`src/rtl/gc_pkg.sv`:
```
package gc_pkg;
   typedef struct packed {
      logic ien;
      logic arm;
      logic single;
      logic toggle;
      logic invert;
      logic enable;
   } gc_cfg_t;

   localparam int GC_CFG_W = $bits(gc_cfg_t);
endpackage

```
`src/rtl/gc_sync.sv`:
```
module gc_sync #(
   parameter int STAGES = 2
) (
   input  logic clk,
   input  logic rst_n,
   input  logic d,
   output logic q
);
   initial begin
      if (STAGES < 2) $fatal(1, "gc_sync: STAGES must be at least 2");
   end

   logic [STAGES-1:0] chain;

   generate
      for (genvar i = 0; i < STAGES; i++) begin : g_stage
         if (i == 0) begin : g_first
            always_ff @(posedge clk or negedge rst_n)
               if (!rst_n) chain[0] <= 1'b0;
               else        chain[0] <= d;
         end else begin : g_next
            always_ff @(posedge clk or negedge rst_n)
               if (!rst_n) chain[i] <= 1'b0;
               else        chain[i] <= chain[i-1];
         end
      end
   endgenerate

   assign q = chain[STAGES-1];
endmodule

```
`src/rtl/gc_gate.sv`:
```
module gc_gate #(
   parameter bit TOGGLE_EN = 1'b1
) (
   input  logic clk,
   input  logic rst_n,
   input  logic g_sync,
   input  logic invert,
   input  logic toggle,
   input  logic single,
   input  logic arm,
   output logic gv,
   output logic gv_fall
);
   logic g_pol, pol_d, pol_rise;
   logic base, base_d, base_rise;
   logic gv_n;

   assign g_pol    = g_sync ^ invert;
   assign pol_rise = g_pol & ~pol_d;

   always_ff @(posedge clk or negedge rst_n)
      if (!rst_n) pol_d <= 1'b0;
      else        pol_d <= g_pol;

   generate
      if (TOGGLE_EN) begin : g_tgl
         logic tq;
         always_ff @(posedge clk or negedge rst_n)
            if (!rst_n)        tq <= 1'b0;
            else if (!toggle)  tq <= 1'b0;
            else if (pol_rise) tq <= ~tq;
         assign base = toggle ? tq : g_pol;
      end else begin : g_lvl
         logic unused_tgl;
         assign unused_tgl = toggle ^ pol_rise;
         assign base = g_pol;
      end
   endgenerate

   assign base_rise = base & ~base_d;

   always_ff @(posedge clk or negedge rst_n)
      if (!rst_n) base_d <= 1'b0;
      else        base_d <= base;

   always_comb begin
      if (single) gv_n = arm & base & (gv | base_rise);
      else        gv_n = base;
   end

   always_ff @(posedge clk or negedge rst_n)
      if (!rst_n) gv <= 1'b0;
      else        gv <= gv_n;

   assign gv_fall = gv & ~gv_n;
endmodule

```
`src/rtl/gc_count.sv`:
```
module gc_count #(
   parameter int W = 16
) (
   input  logic         clk,
   input  logic         rst_n,
   input  logic         inc,
   output logic [W-1:0] cnt
);
   initial begin
      if (W < 2) $fatal(1, "gc_count: W must be at least 2");
   end

   localparam logic [W-1:0] ONE = W'(1);

   always_ff @(posedge clk or negedge rst_n)
      if (!rst_n)   cnt <= '0;
      else if (inc) cnt <= cnt + ONE;
endmodule

```
`src/rtl/gated_ctr.sv`:
```
module gated_ctr
   import gc_pkg::*;
#(
   parameter int CNT_W       = 16,
   parameter int SYNC_STAGES = 2,
   parameter bit TOGGLE_EN   = 1'b1
) (
   input  logic                clk,
   input  logic                rst_n,
   input  logic                gate_in,
   input  logic                ctl_we,
   input  logic [GC_CFG_W-1:0] ctl_wdata,
   input  logic                flag_clr,
   output logic [CNT_W-1:0]    count,
   output logic                gate_val,
   output logic                armed,
   output logic                evt_flag,
   output logic                irq
);
   gc_cfg_t cfg_q, cfg_w;
   logic    arm_q, flag_q;
   logic    g_sync, gv, gv_fall;

   assign cfg_w = gc_cfg_t'(ctl_wdata);

   always_ff @(posedge clk or negedge rst_n)
      if (!rst_n)      cfg_q <= '0;
      else if (ctl_we) cfg_q <= cfg_w;

   // arm bit: software write wins; hardware clears it when a window closes
   always_ff @(posedge clk or negedge rst_n)
      if (!rst_n)                        arm_q <= 1'b0;
      else if (ctl_we)                   arm_q <= cfg_w.arm & cfg_w.single;
      else if (gv_fall && cfg_q.single)  arm_q <= 1'b0;

   always_ff @(posedge clk or negedge rst_n)
      if (!rst_n)        flag_q <= 1'b0;
      else if (gv_fall)  flag_q <= 1'b1;
      else if (flag_clr) flag_q <= 1'b0;

   gc_sync #(.STAGES(SYNC_STAGES)) u_sync (
      .clk(clk), .rst_n(rst_n), .d(gate_in), .q(g_sync)
   );

   gc_gate #(.TOGGLE_EN(TOGGLE_EN)) u_gate (
      .clk(clk), .rst_n(rst_n), .g_sync(g_sync),
      .invert(cfg_q.invert), .toggle(cfg_q.toggle), .single(cfg_q.single),
      .arm(arm_q), .gv(gv), .gv_fall(gv_fall)
   );

   gc_count #(.W(CNT_W)) u_cnt (
      .clk(clk), .rst_n(rst_n), .inc(~cfg_q.enable | gv), .cnt(count)
   );

   assign gate_val = gv;
   assign armed    = arm_q;
   assign evt_flag = flag_q;
   assign irq      = flag_q & cfg_q.ien;
endmodule

```
`config.mk`:
```
export PLATFORM = sky130hd
export DESIGN_NAME = gated_ctr
export DESIGN_NICKNAME = d
export VERILOG_FILES = /design/src/rtl/gc_pkg.sv /design/src/rtl/gc_sync.sv /design/src/rtl/gc_gate.sv /design/src/rtl/gc_count.sv /design/src/rtl/gated_ctr.sv
export SDC_FILE = /design/constraint.sdc
export NUM_CORES = 1
export LEC_CHECK = 0
export CORE_AREA = 2 2 53 55
export CTS_BUF_LIST = sky130_fd_sc_hd__clkbuf_2 sky130_fd_sc_hd__clkbuf_4 sky130_fd_sc_hd__clkbuf_8
export DETAILED_ROUTE_END_ITERATION = 10
export DIE_AREA = 0 0 55 57
export PLACE_DENSITY = 0.83
export SYNTH_ARGS = -nofsm -noshare
export SYNTH_HDL_FRONTEND = slang
export SYNTH_SLANG_ARGS = --single-unit
```
`constraint.sdc`:
```
create_clock -name clk -period 1.55 [get_ports clk]
set_clock_uncertainty 0.15 [all_clocks]
set_input_delay 0.155 -clock clk [delete_from_list [all_inputs] [get_ports clk]]
set_output_delay 0.155 -clock clk [all_outputs]
set_load 0.1 [all_outputs]
```
==> reports/qor.csv, run 1 <==
metric;value;unit
status;complete, no violations;
initial cell density of the core;46.1;%
largest stage delay on the critical path;0.53;ns
Overflow after GRT;0;
post-detailed-placement half-perimeter wirelength;1670;um
TritonRoute pass-1 iters;4;
HP Class;in2async;
vias per cell;4.98;
Critical Path Source Type;register;
syn avg cell area;13.0;um2
vias in the first global route;901;
Worst setup EP type;primary output;
layout cells sized above 1;46.7;%
TritonCTS buffer count;5;
register area share after synthesis;60.2;%
Hold Buf Count CTS;0;
Post-Route WL;2360;um
fin crit period;1.48;ns
IO Port Bufs;30;
period utilization;95.5;%
CP startpoint;u_cnt.cnt[1];
CTS max path bufs;2;
top cells by count, synth;29 x dfrtp_1, 14 x xnor2_1, 8 x nand2_1;
Max-slew headroom;76.2;%
placed inst area;1850;um2
Critical Path RT;1.24;ns
DR iter-0 viols;9;
Most used DFF post-synth;dfrtp_1;
yosys warns;0;
post_cts resized;0;
syn nets;105;
clk_lat worst skew;0.33;ns
Antenna Nets Post-Route;0;
crit path DAT;1.18;ns
antenna violations before repair;0;
P per Cell Area;1820;nW/um2
critical-path maximum fanout;5;
reg2reg start;u_cnt.cnt[0];
# IOs;31;
largest net degree at the start of global routing;30;
Synth area leaders;dfrtp_1 60%, xnor2_1 10%, mux2_2 4.7%, nand4_1 2.6%, nand2_1 2.5%;
final RePlAce weighted congestion;0.728;
Async SR Flop Fraction;100;%
final net count;148;
Max Cap Viol;0;
Final Cell Area;1960;um2
first-pass GRT wire length;4110;um
Yosys cell types;26;
via count;837;
number of remaining DRC errors;0;
number of synthesized register bits;29;
Ant. Diodes;0;
crit path cell chain;buf_4, buf_12;
clock sink count;29;
die footprint;3140;um2
Hold Fails Final Rpt;0;
clock slew at reported path FFs;0.09;ns
cell with the most instances after synthesis;dfrtp_1;
Max IR drop VDD;0.00219;V
H-tree levels;2;
TritonCTS clock tree;yes;
Synth area leader;dfrtp_1;
Hold WS;0.0665;ns
max-slew violations;0;
crit path kind;reg2out;
Synth-to-Final Area Change;63.0;%
WL/cell;14.0;um
Post-synth EDFFs;0;
LEAKAGE;0.000819;uW
final setup fails;0;
crit path max-delay cell type;dfrtp_4;
Root Driver;clkbuf_4;
Die H;57;um
num rows;19;
Worst-Margin Slew;0.357;ns
Mapped Area;1200;um2
Die Wd;55;um
Highest Clock Rate;0.676;GHz
total track usage;18.6;%
Post-Synthesis Cells;93;
core area;2620;um2
Synth top area share;60.2;%
## worst paths after layout
check | endpoint | slack, ns | cells after the start
min in group clk | u_sync.chain[0] | 0.11 | 1
hold / removal | u_gate.base_d | 0.07 | 2
setup reg to reg | u_cnt.cnt[6] | 0.09 | 4
setup / recovery | count[1] | 0.07 | 2
max in group asynchronous | u_cnt.cnt[8] | 0.89 | 2
hold reg to reg | u_sync.q | 0.21 | 0
## repair_timing
action / 4_1_cts / 5_1_grt
hold endpoints to repair: 0 / 0
setup buffers: 0 / 3
endpoints found under the setup margin: 0 / 2
## cells in the final DEF (no fill, tap or decap)
master	netlist	routed
a21oi_1	1	1
a311oi_1	1	1
a31o_1	1	1
and2_1	2	1
and2_2	0	1
and4_1	1	1
and4_4	1	1
buf_12	0	20
buf_4	0	7
bufinv_16	0	1
clkbuf_4	0	6
clkbuf_8	0	1
clkdlybuf4s50_1	0	10
dfrtp_1	29	14
dfrtp_2	0	4
dfrtp_4	0	11
ha_4	0	1
inv_1	4	4
mux2_2	5	5
mux2i_1	1	1
nand2_1	8	7
nand2_2	0	1
nand2b_1	2	2
nand3_1	4	4
nand4_1	5	5
nand4_4	0	1
nor2b_1	1	1
nor2b_4	0	1
nor3_1	1	1
nor3_4	0	1
nor3b_4	1	1
o21ai_0	3	3
xnor2_1	14	14
xor2_1	2	2
xor2_2	1	1
## cell type report
| cell class | instances | area (um2) |
|---|---|---|
| Sequential cell | 29 | 772 |
| Fill cell | 166 | 651 |
| Timing Repair Buffer | 37 | 553 |
| Multi-Input combinational cell | 59 | 497 |
| Clock buffer | 7 | 58.8 |
| Tap cell | 31 | 38.8 |
| Clock inverter | 1 | 30.0 |
| Inverter | 4 | 15.0 |
## per-layer routing
metal | GRT usage, % | routed length, um | vias to the layer above | part of all wire, %
met2 | 28.9 | 1140 | 33 | 48
met5 | 0 | 0 | - | 0
met1 | 23.7 | 1020 | 394 | 43
met4 | 7.67 | 48 | 0 | 2.0
met3 | 6.28 | 152 | 8 | 6.4
li1 | - | - | 402 | -
## kinds of logic (layout without fill, tap and decap cells)
kind of cell    after synthesis  in the layout  share of synthesized area [%]
fa+ha+maj                     1              1                           1.04
flops                        29             29                           60.2
xor+xnor                     17             17                           13.0
simple gates                 29             29                           15.6
compound gates                6              6                           3.11
mux                           6              6                           5.50
buf+inv                       5             49                           1.56
## sequential cells by signal, summed over array words and instances, names as in the netlist
name and count:
u_gate.gv 1, cfg_q 5, u_gate.g_tgl.tq 1, u_gate.base_d 1, u_gate.pol_d 1, evt_flag 1, u_cnt.cnt 16, u_sync.chain 1
u_sync.q 1, armed 1
## worst max-delay path, delay by kind of cell, from the launching register on
kind / cells / cell delay (ns)
flops: 1 / 0.53
buf+inv: 2 / 0.31
## power breakdown
part / total, uW / leakage [uW] / internal, uW / switching [uW]
Sequential: 1170 / 0.000348 / 957 / 218
Combinational: 1740 / 0.000422 / 665 / 1070
Clock: 661 / 0.0000489 / 402 / 258
## metrics by stage
step	util, %	total power, uW	setup TNS (ns)	setup slack, ns	cells
detailed placement	70.9	2890	0	0.0655	157
global route	75.1	3710	-0.000760	-0.000760	168
global placement	70.9	2840	0	0.0761	157
floorplan	-	2210	-0.600	-0.167	93
CTS	74.3	3560	0	0.0519	165
finish	75.1	3570	0	0.0700	168
No activity file was read; power rests on OpenSTA's default activity.
==> inputs of run 2 (changes only) <==
--- a/config.mk
+++ b/config.mk
@@ -5,6 +5,7 @@
 export SDC_FILE = /design/constraint.sdc
 export NUM_CORES = 1
 export LEC_CHECK = 0
+export CAP_MARGIN = 10
 export CORE_AREA = 2 2 53 55
 export CTS_BUF_LIST = sky130_fd_sc_hd__clkbuf_2 sky130_fd_sc_hd__clkbuf_4 sky130_fd_sc_hd__clkbuf_8
 export DETAILED_ROUTE_END_ITERATION = 10
==> results of run 2 <==
The final DEF is identical to that of run 1; final timing and power are the same.
